$ cat config.mk
export PLATFORM = sky130hd
export DESIGN_NAME = mem_router
export DESIGN_NICKNAME = d
export VERILOG_FILES = /design/src/rtl/mr_pkg.sv /design/src/rtl/mr_master_sel.sv /design/src/rtl/mr_decode.sv /design/src/rtl/mr_bank_regs.sv /design/src/rtl/mr_read_mux.sv /design/src/rtl/mem_router.sv
export SDC_FILE = /design/constraint.sdc
export NUM_CORES = 1
export LEC_CHECK = 0
export BUFFER_PORTS_ARGS = -buffer_cell sky130_fd_sc_hd__buf_2
export CAP_MARGIN = 20
export CORE_AREA = 2 2 84 86
export DETAILED_ROUTE_END_ITERATION = 12
export DIE_AREA = 0 0 86 88
export PLACE_DENSITY = 0.73
export REMOVE_ABC_BUFFERS = 1
export SETUP_SLACK_MARGIN = 0.02
export SYNTH_ARGS = -nofsm -noshare
export SYNTH_HDL_FRONTEND = slang
export SYNTH_HIERARCHICAL = 1
export SYNTH_SLANG_ARGS = --single-unit
$ cat constraint.sdc
create_clock -name clk -period 16.3 [get_ports clk]
set_clock_uncertainty 0.15 [all_clocks]
set_input_delay 3.26 -clock clk [delete_from_list [all_inputs] [get_ports clk]]
set_output_delay 3.26 -clock clk [all_outputs]
set_load 0.02 [all_outputs]
$ cat src/rtl/mr_pkg.sv
package mr_pkg;
  localparam int ADDR_W = 16;
  localparam int DATA_W = 8;
  localparam int WBANK_W = 3;
  localparam int WOFS_W = 12;
  localparam int OAM_W = 8;
  localparam int HIO_W = 7;

  typedef enum logic [3:0] {
    TGT_NONE, TGT_ROM, TGT_CRAM, TGT_VID, TGT_WRAM, TGT_OAM,
    TGT_IO, TGT_HRAM, TGT_IE, TGT_VBANK, TGT_WBANK
  } tgt_e;

  localparam logic [15:0] VID_BASE = 16'h8000;
  localparam logic [15:0] CRAM_BASE = 16'hA000;
  localparam logic [15:0] WRAM_BASE = 16'hC000;
  localparam logic [15:0] OAM_BASE = 16'hFE00;
  localparam logic [15:0] HOLE_BASE = 16'hFEA0;
  localparam logic [15:0] IO_BASE = 16'hFF00;
  localparam logic [15:0] HRAM_BASE = 16'hFF80;
  localparam logic [15:0] IE_ADDR = 16'hFFFF;
  localparam logic [15:0] VBANK_ADDR = 16'hFF4F;
  localparam logic [15:0] WBANK_ADDR = 16'hFF70;
  localparam logic [15:0] LCDREG_LO = 16'hFF40;
  localparam logic [15:0] LCDREG_HI = 16'hFF4B;
  localparam logic [15:0] PALREG_LO = 16'hFF68;
  localparam logic [15:0] PALREG_HI = 16'hFF6B;
endpackage

$ cat src/rtl/mr_master_sel.sv
module mr_master_sel #(
  parameter int AW = 16,
  parameter int DW = 8
) (
  input  logic          dma_req,
  input  logic [AW-1:0] cpu_addr,
  input  logic [DW-1:0] cpu_wdata,
  input  logic          cpu_rd_n,
  input  logic          cpu_wr_n,
  input  logic [AW-1:0] dma_addr,
  input  logic [DW-1:0] dma_wdata,
  input  logic          dma_rd_n,
  input  logic          dma_wr_n,
  input  logic [DW-1:0] rdata,
  output logic [AW-1:0] act_addr,
  output logic [DW-1:0] act_wdata,
  output logic          act_rd,
  output logic          act_wr,
  output logic [DW-1:0] cpu_rdata,
  output logic [DW-1:0] dma_rdata,
  output logic          cpu_halt
);
  localparam logic [DW-1:0] IDLE_DATA = '1;

  always_comb begin
    if (dma_req) begin
      act_addr  = dma_addr;
      act_wdata = dma_wdata;
      act_rd    = ~dma_rd_n;
      act_wr    = ~dma_wr_n;
    end else begin
      act_addr  = cpu_addr;
      act_wdata = cpu_wdata;
      act_rd    = ~cpu_rd_n;
      act_wr    = ~cpu_wr_n;
    end
  end

  always_comb begin
    cpu_rdata = IDLE_DATA;
    dma_rdata = IDLE_DATA;
    if (act_rd) begin
      if (dma_req) dma_rdata = rdata;
      else         cpu_rdata = rdata;
    end
  end

  assign cpu_halt = dma_req;
endmodule

$ cat src/rtl/mr_decode.sv
module mr_decode
  import mr_pkg::*;
#(
  parameter int AW = 16
) (
  input  logic [AW-1:0] addr,
  input  logic          rd,
  input  logic          wr,
  output tgt_e          tgt,
  output logic          ext_hit
);
  logic in_vid_regs;

  assign in_vid_regs = ((addr >= LCDREG_LO) && (addr <= LCDREG_HI)) ||
                       ((addr >= PALREG_LO) && (addr <= PALREG_HI));

  always_comb begin
    tgt = TGT_NONE;
    if (rd || wr) begin
      if (addr < VID_BASE)                    tgt = TGT_ROM;
      else if (addr < CRAM_BASE)              tgt = TGT_VID;
      else if (addr < WRAM_BASE)              tgt = TGT_CRAM;
      else if (addr < OAM_BASE)               tgt = TGT_WRAM;
      else if (addr < HOLE_BASE)              tgt = TGT_OAM;
      else if (addr < IO_BASE)                tgt = TGT_NONE;
      else if (addr == VBANK_ADDR)            tgt = TGT_VBANK;
      else if (addr == WBANK_ADDR)            tgt = TGT_WBANK;
      else if (in_vid_regs)                   tgt = TGT_VID;
      else if (addr < HRAM_BASE)              tgt = TGT_IO;
      else if (addr < IE_ADDR)                tgt = TGT_HRAM;
      else                                    tgt = TGT_IE;
    end
  end

  assign ext_hit = (tgt != TGT_NONE) && (tgt != TGT_VBANK) && (tgt != TGT_WBANK);
endmodule

$ cat src/rtl/mr_bank_regs.sv
module mr_bank_regs #(
  parameter int WBW = 3
) (
  input  logic           clk,
  input  logic           rst_n,
  input  logic           rst_n_s,
  input  logic           vbank_we,
  input  logic           vbank_wd,
  input  logic           wbank_we,
  input  logic [WBW-1:0] wbank_wd,
  output logic           vbank,
  output logic [WBW-1:0] wbank_raw,
  output logic [WBW-1:0] wbank_eff
);
  localparam logic [WBW-1:0] WB_RESET = WBW'(1);

  logic           vbank_q, vbank_d;
  logic [WBW-1:0] wbank_q, wbank_d;

  always_comb begin
    vbank_d = vbank_q;
    wbank_d = wbank_q;
    if (vbank_we) vbank_d = vbank_wd;
    if (wbank_we) wbank_d = wbank_wd;
  end

  always_ff @(posedge clk or negedge rst_n_s) begin
    if (!rst_n_s) begin
      vbank_q <= 1'b0;
      wbank_q <= WB_RESET;
    end else begin
      if (vbank_we) vbank_q <= vbank_d;
      if (wbank_we) wbank_q <= wbank_d;
    end
  end

  assign vbank     = vbank_q;
  assign wbank_raw = wbank_q;
  assign wbank_eff = (wbank_q == '0) ? WB_RESET : wbank_q;

  AST_WBANK_HOLD: assert property (@(posedge clk) disable iff (!rst_n)
    !wbank_we |=> $stable(wbank_q)) else $error("work bank moved");
  AST_VBANK_HOLD: assert property (@(posedge clk) disable iff (!rst_n)
    !vbank_we |=> $stable(vbank_q)) else $error("video bank moved");
endmodule

$ cat src/rtl/mr_read_mux.sv
module mr_read_mux
  import mr_pkg::*;
#(
  parameter int DW = 8,
  parameter int WBW = 3
) (
  input  tgt_e           tgt,
  input  logic [DW-1:0]  cart_rdata,
  input  logic [DW-1:0]  vid_rdata,
  input  logic [DW-1:0]  wram_rdata,
  input  logic [DW-1:0]  oam_rdata,
  input  logic [DW-1:0]  io_rdata,
  input  logic [DW-1:0]  hram_rdata,
  input  logic [DW-1:0]  ie_rdata,
  input  logic           vbank,
  input  logic [WBW-1:0] wbank_raw,
  output logic [DW-1:0]  rdata
);
  always_comb begin
    rdata = '1;
    unique case (tgt)
      TGT_ROM, TGT_CRAM: rdata = cart_rdata;
      TGT_VID:           rdata = vid_rdata;
      TGT_WRAM:          rdata = wram_rdata;
      TGT_OAM:           rdata = oam_rdata;
      TGT_IO:            rdata = io_rdata;
      TGT_HRAM:          rdata = hram_rdata;
      TGT_IE:            rdata = ie_rdata;
      TGT_VBANK:         rdata = {{(DW-1){1'b1}}, vbank};
      TGT_WBANK:         rdata = {{(DW-WBW){1'b1}}, wbank_raw};
      default:           rdata = '1;
    endcase
  end
endmodule

$ cat src/rtl/mem_router.sv
module mem_router
  import mr_pkg::*;
(
  input  logic                clk,
  input  logic                rst_n,
  input  logic [ADDR_W-1:0]   cpu_addr,
  input  logic [DATA_W-1:0]   cpu_wdata,
  input  logic                cpu_rd_n,
  input  logic                cpu_wr_n,
  output logic [DATA_W-1:0]   cpu_rdata,
  output logic                cpu_halt,
  input  logic                dma_req,
  input  logic [ADDR_W-1:0]   dma_addr,
  input  logic [DATA_W-1:0]   dma_wdata,
  input  logic                dma_rd_n,
  input  logic                dma_wr_n,
  output logic [DATA_W-1:0]   dma_rdata,
  output logic [DATA_W-1:0]   bus_wdata,
  output logic                bus_rd_n,
  output logic                bus_wr_n,
  output logic                cart_rom_cs,
  output logic                cart_ram_cs,
  output logic [ADDR_W-1:0]   cart_addr,
  input  logic [DATA_W-1:0]   cart_rdata,
  output logic                vid_cs,
  output logic [ADDR_W-1:0]   vid_addr,
  output logic                vid_bank,
  input  logic [DATA_W-1:0]   vid_rdata,
  output logic                wram_cs,
  output logic [WBANK_W+WOFS_W-1:0] wram_addr,
  input  logic [DATA_W-1:0]   wram_rdata,
  output logic                oam_cs,
  output logic [OAM_W-1:0]    oam_addr,
  input  logic [DATA_W-1:0]   oam_rdata,
  output logic                io_cs,
  output logic [HIO_W-1:0]    io_addr,
  input  logic [DATA_W-1:0]   io_rdata,
  output logic                hram_cs,
  output logic [HIO_W-1:0]    hram_addr,
  input  logic [DATA_W-1:0]   hram_rdata,
  output logic                ie_cs,
  input  logic [DATA_W-1:0]   ie_rdata
);
  localparam int SYNC_D = 2;

  logic [SYNC_D-1:0]  rst_pipe;
  logic               rst_n_s;
  logic [ADDR_W-1:0]  act_addr;
  logic [DATA_W-1:0]  act_wdata;
  logic               act_rd, act_wr;
  logic [DATA_W-1:0]  rdata;
  tgt_e               tgt;
  logic               ext_hit;
  logic               vbank;
  logic [WBANK_W-1:0] wbank_raw, wbank_eff, wsel;
  logic               in_hole;

  always_ff @(posedge clk or negedge rst_n) begin
    if (!rst_n) rst_pipe <= '0;
    else        rst_pipe <= {rst_pipe[SYNC_D-2:0], 1'b1};
  end
  assign rst_n_s = rst_pipe[SYNC_D-1];

  mr_master_sel #(.AW(ADDR_W), .DW(DATA_W)) u_msel (
    .dma_req(dma_req), .cpu_addr(cpu_addr), .cpu_wdata(cpu_wdata),
    .cpu_rd_n(cpu_rd_n), .cpu_wr_n(cpu_wr_n), .dma_addr(dma_addr),
    .dma_wdata(dma_wdata), .dma_rd_n(dma_rd_n), .dma_wr_n(dma_wr_n),
    .rdata(rdata), .act_addr(act_addr), .act_wdata(act_wdata),
    .act_rd(act_rd), .act_wr(act_wr), .cpu_rdata(cpu_rdata),
    .dma_rdata(dma_rdata), .cpu_halt(cpu_halt)
  );

  mr_decode #(.AW(ADDR_W)) u_dec (
    .addr(act_addr), .rd(act_rd), .wr(act_wr), .tgt(tgt), .ext_hit(ext_hit)
  );

  mr_bank_regs #(.WBW(WBANK_W)) u_banks (
    .clk(clk), .rst_n(rst_n), .rst_n_s(rst_n_s),
    .vbank_we(act_wr && (tgt == TGT_VBANK)), .vbank_wd(act_wdata[0]),
    .wbank_we(act_wr && (tgt == TGT_WBANK)), .wbank_wd(act_wdata[WBANK_W-1:0]),
    .vbank(vbank), .wbank_raw(wbank_raw), .wbank_eff(wbank_eff)
  );

  mr_read_mux #(.DW(DATA_W), .WBW(WBANK_W)) u_rmux (
    .tgt(tgt), .cart_rdata(cart_rdata), .vid_rdata(vid_rdata),
    .wram_rdata(wram_rdata), .oam_rdata(oam_rdata), .io_rdata(io_rdata),
    .hram_rdata(hram_rdata), .ie_rdata(ie_rdata), .vbank(vbank),
    .wbank_raw(wbank_raw), .rdata(rdata)
  );

  // Address bit 12 splits the fixed bank from the window in both the
  // primary range and its echo, so the mirror needs no subtraction.
  assign wsel = act_addr[WOFS_W] ? wbank_eff : '0;

  assign bus_wdata   = act_wdata;
  assign bus_rd_n    = ~(act_rd && ext_hit);
  assign bus_wr_n    = ~(act_wr && ext_hit);
  assign cart_rom_cs = (tgt == TGT_ROM);
  assign cart_ram_cs = (tgt == TGT_CRAM);
  assign cart_addr   = act_addr;
  assign vid_cs      = (tgt == TGT_VID);
  assign vid_addr    = act_addr;
  assign vid_bank    = vbank;
  assign wram_cs     = (tgt == TGT_WRAM);
  assign wram_addr   = {wsel, act_addr[WOFS_W-1:0]};
  assign oam_cs      = (tgt == TGT_OAM);
  assign oam_addr    = act_addr[OAM_W-1:0];
  assign io_cs       = (tgt == TGT_IO);
  assign io_addr     = act_addr[HIO_W-1:0];
  assign hram_cs     = (tgt == TGT_HRAM);
  assign hram_addr   = act_addr[HIO_W-1:0];
  assign ie_cs       = (tgt == TGT_IE);

  assign in_hole = (act_addr >= HOLE_BASE) && (act_addr < IO_BASE);

  AST_ONE_TARGET: assert property (@(posedge clk) disable iff (!rst_n)
    $onehot0({cart_rom_cs, cart_ram_cs, vid_cs, wram_cs, oam_cs, io_cs, hram_cs, ie_cs}))
    else $error("several selects");
  AST_HOLE_SILENT: assert property (@(posedge clk) disable iff (!rst_n)
    (act_rd && in_hole) |-> (bus_rd_n && bus_wr_n && (dma_req ? dma_rdata : cpu_rdata) == 8'hFF))
    else $error("hole answered");
  AST_NO_CROSS_DATA: assert property (@(posedge clk) disable iff (!rst_n)
    dma_req |-> (cpu_rdata == 8'hFF && cpu_halt)) else $error("cpu fed during dma");
  AST_WINDOW_NONZERO: assert property (@(posedge clk) disable iff (!rst_n)
    (wram_cs && act_addr[WOFS_W]) |-> (wram_addr[WBANK_W+WOFS_W-1:WOFS_W] != '0))
    else $error("window bank zero");
  AST_IDLE_QUIET: assert property (@(posedge clk) disable iff (!rst_n)
    (!act_rd && !act_wr) |-> (bus_rd_n && bus_wr_n && !wram_cs && !cart_rom_cs && !vid_cs))
    else $error("idle strobe");
endmodule

==> run_results.csv <==
group,metric,value,unit
logic_synthesis,synth_edf_count,0,
layout,area_growth,36.64,%
setup_path,critical-path-slowest-cell,"sky130_fd_sc_hd__and2_1",
power_and_ir_drop,leakage_component_of_the_power,1.477,nW
grt,global_route_wire_length_before_repair,11240,µm
route,avgViaCountPerCell,5.074,
grt,grtUsageMet1,22.10,%
power_and_ir_drop,power,0.1501,mW
logic_synthesis,synth.mux.area_fraction,21.16,%
route,detail_route.iter0.violations,75,
clock_tree,insertion_delay,0.22,ns
route,wirelength,7630,µm
floorplan,dieHeight,88,µm
setup_path,cp_data_arrival_time,7.46,ns
clock_tree,ctsLongestPathBuffers,2,
sta,rsz0062_at_grt,"no",
floorplan,initial_utilization,32.49,%
setup_path,critical_path_data_required_time,12.89,ns
grt,grt_pass1_vias,2428,
logic_synthesis,synth-adder-area-share,0.9275,%
floorplan,fp.dieW,86,µm
power_and_ir_drop,seq_power_share,10.2,%
route,dr_total_vias,2593,
logic_synthesis,post_synth_xor_area_fraction,0.4058,%
logic_synthesis,post_synth_and_or_nand_nor_area_fraction,27.36,%
logic_synthesis,synth_top_family_by_area,"simple AND/OR/NAND/NOR gates",
setup_path,cp.depth,13,
sta,post-route-min-period,10.87,ns
clock_tree,cts_tree,"done",
layout,leading_cell_type_in_the_layout_fill_and_taps_excluded,"sky130_fd_sc_hd__buf_2",
power_and_ir_drop,vdd.ir_drop.worst,0.05057,mV
setup_path,crit_path_frequent_cell,"sky130_fd_sc_hd__buf_2",
setup_path,critPathTopFamily,"simple AND/OR/NAND/NOR gates",
clock_tree,cts.hold.buffers_added,1,
power_and_ir_drop,pwr-share-comb,74.3,%
run_status,outcome,"complete, no violations",
floorplan,fp.dieArea,7568,µm²
grt,grt_most_used_layer,"met2",
setup_path,timing.critical_path.from_type,"input port",
grt,gr-total-overflow,0,
logic_synthesis,ys.warnings.count,6,
sta,worst_slew_pin_slew,0.9287,ns
power_and_ir_drop,netSwitchingPower,0.07411,mW
sta,tns,0,ns
grt,grt_usage,18.06,%
logic_synthesis,synth_top_cell_area_share,18.09,%
clock_tree,clock_tree.htree_level_count,1,
clock_tree,clkSinkCount,6,
power_and_ir_drop,power.density_cell_area,50.89,nW/µm²
route,drcViolationCount,0,
logic_synthesis,synth_area,2158,µm²
floorplan,fp.coreArea,6644,µm²
clock_tree,cts_inserted_buffers,3,
placement,place_congestion,0.8438,
grt,grt_antenna_before_repair,0,
logic_synthesis,dominantRegCellSynth,"sky130_fd_sc_hd__dfrtp_1",
sta,layout_worst_path_cycle_share,66.68,%
setup_path,critPathBufInv,2,
setup_path,critical_path_class,"in2out",
placement,placement.io_buffers,215,
setup_path,worst_path_largest_cell_delay,0.65,ns
layout,antenna-diode-count,0,
clock_tree,cts.root.buffer_cell,"sky130_fd_sc_hd__clkbuf_8",
clock_tree,cts_setup_buffers,0,
sta,report.final.hold_viol_count,0,
sta,timing.fmax,92.01,MHz
logic_synthesis,synth.top_cells.by_area,"sky130_fd_sc_hd__buf_4, sky130_fd_sc_hd__mux2_2, sky130_fd_sc_hd__dfrtp_1",
setup_path,critPathMaxFanout,43,
layout,final_layout_size_suffix_gt1_share,65.20,%
route,wl_per_cell,14.93,µm
logic_synthesis,syn-mean-instance-area,7.906,µm²
logic_synthesis,async_flop_share,100.0,%
layout,net_count_final,543,
worst_hold_path,holdCritPathClass,"reg2async",
logic_synthesis,ffs_latches_synth,6,
logic_synthesis,yosysTopAreaCell,"sky130_fd_sc_hd__buf_4",
sta,final_slew_violations,0,
floorplan,floorplan.rows,30,
power_and_ir_drop,power_report.internal_total,0.07597,mW
floorplan,boundaryPins,216,
run,maxCapViolations,0,
grt,use_met3,1.979,%
grt,use_met2,34.95,%
placement,dp_hpwl,6424,µm
setup_path,cp_cell_sequence,"buf_2 > mux2_2 > or4_1 > nor3_1 > nor2_1 > o21ai_2 > and2_1 > nor2b_2 > nand2_1 > o2bb2ai_1 > o211ai_1 > or3b_2 > buf_2",
layout,layout.cells.most_common_list,"sky130_fd_sc_hd__buf_2, sky130_fd_sc_hd__mux2_2, sky130_fd_sc_hd__nor2_1",
sta,slew_headroom,38.02,%
logic_synthesis,synth_compound_gate_area_share,19.83,%
sta,setup_viol,0,
route,final_antenna_net_count,0,
power_and_ir_drop,sw_frac_of_total,49.38,%
route,firstDrtPassIters,4,
logic_synthesis,count_of_cell_types_in_the_netlist,70,
setup_path,worstSetupEndpointType,"output port",
grt,largest_net_degree_at_the_start_of_global_routing,44,
clock_tree,clkTransAtPathRegs,0.04,ns
logic_synthesis,ys_seq_area_share,7.014,%
layout,final.fill_count,708,
clock_tree,ctsResizeCount,0,
power_and_ir_drop,power.share.clock,15.5,%
logic_synthesis,synth_cells,273,
setup_path,worst-r2r-cell-count,1,
-- metrics by stage --
stage / instance area, µm² / hold WS [ns] / worst slack, ns / util [%] / instances
after global routing: 2949 / 0.06869 / 5.110 / 44.39 / 511
after CTS: 2934 / 0.05077 / 5.447 / 44.16 / 510
after detailed placement: 2879 / -0.09722 / 5.440 / 43.33 / 505
after global placement: 2879 / -0.09450 / 5.560 / 43.33 / 505
after floorplan: 1685 / -0.1105 / 4.381 / - / 209
final: 2949 / 0.04885 / 5.432 / 44.39 / 511
-- flip-flops by register name (all words and copies together), names as in the netlist --
signal / count
u_banks/wbank_raw: 3
rst_pipe: 2
u_banks/vbank: 1
-- synth_stat cells, types with 2 or more instances --
cell,number
sky130_fd_sc_hd__dfrtp_1,5
sky130_fd_sc_hd__nor4b_1,2
sky130_fd_sc_hd__buf_6,4
sky130_fd_sc_hd__maj3_1,2
sky130_fd_sc_hd__o211ai_1,3
sky130_fd_sc_hd__inv_1,3
sky130_fd_sc_hd__or3b_2,2
sky130_fd_sc_hd__mux2i_1,7
sky130_fd_sc_hd__nor3_1,6
sky130_fd_sc_hd__buf_4,52
sky130_fd_sc_hd__or3_1,8
sky130_fd_sc_hd__buf_2,6
sky130_fd_sc_hd__a221oi_1,3
sky130_fd_sc_hd__o21ai_0,9
sky130_fd_sc_hd__o221ai_1,2
sky130_fd_sc_hd__and2_1,6
sky130_fd_sc_hd__o2bb2ai_1,3
sky130_fd_sc_hd__or3b_1,6
sky130_fd_sc_hd__a211oi_1,2
sky130_fd_sc_hd__nand3b_1,2
sky130_fd_sc_hd__mux2_2,32
sky130_fd_sc_hd__nand4_1,2
sky130_fd_sc_hd__a22oi_1,6
sky130_fd_sc_hd__nand2_1,13
sky130_fd_sc_hd__clkbuf_1,2
sky130_fd_sc_hd__and4_2,2
sky130_fd_sc_hd__and3_1,2
sky130_fd_sc_hd__nor3b_2,2
sky130_fd_sc_hd__inv_2,4
sky130_fd_sc_hd__a21oi_1,6
sky130_fd_sc_hd__nand2b_1,6
sky130_fd_sc_hd__nand3_1,5
sky130_fd_sc_hd__a31oi_1,2
sky130_fd_sc_hd__nor3_2,3
sky130_fd_sc_hd__nor2_1,18
-- layer usage --
metal / wire, µm / part of all wire, % / vias to the layer above
met5: 0 / 0 / -
met4: 34 / 0.45 / 0
met3: 619 / 8.1 / 2
met2: 3855 / 51 / 130
met1: 3121 / 41 / 1182
li1: - / - / 1279
-- cell type report --
| type | count | area (µm²) | area share, % |
|---|---|---|---|
| timing repair buffer | 218 | 1109 | 37.59 |
| tap | 80 | 100.1 | 3.394 |
| multi-input combinational | 196 | 1518 | 51.46 |
| clock buffer | 4 | 45.04 | 1.527 |
| sequential | 6 | 151.4 | 5.134 |
| inverter | 7 | 26.28 | 0.8910 |
-- final timing paths --
check,startpoint,to,slack [ns]
hold / removal,rst_pipe[1],u_banks/wbank_raw[0],0.05
setup / recovery,dma_req,dma_rdata[7],5.43
min in group clk,rst_pipe[0],rst_pipe[1],0.20
hold reg to reg,rst_pipe[1],u_banks/wbank_raw[0],0.05
setup reg to reg,u_banks/wbank_raw[1],u_banks/wbank_raw[1],15.32
max in group asynchronous,rst_n,rst_pipe[0],13.24
-- logic make-up (layout without fill, tap and decap cells) --
family / after synthesis / count (layout)
AO/OA/AOI/OAI: 55 / 55
XOR/XNOR: 1 / 1
adder cells (fa/ha/maj): 2 / 2
buffers and inverters: 71 / 229
flip-flops: 6 / 6
multiplexers: 41 / 41
other: 1 / 1
AND/OR/NAND/NOR: 96 / 96
-- power groups by stage --
stage / Combinational (mW) / Clock, mW / Sequential (mW)
finish: 0.111 / 0.0232 / 0.0153
global route: 0.120 / 0.0247 / 0.0154
CTS: 0.112 / 0.0239 / 0.0153
detailed placement: 0.111 / 0 / 0.0156
global placement: 0.110 / 0 / 0.0156
floorplan: 0.0675 / 0 / 0.0156
Power figures use the tool's default switching activity.
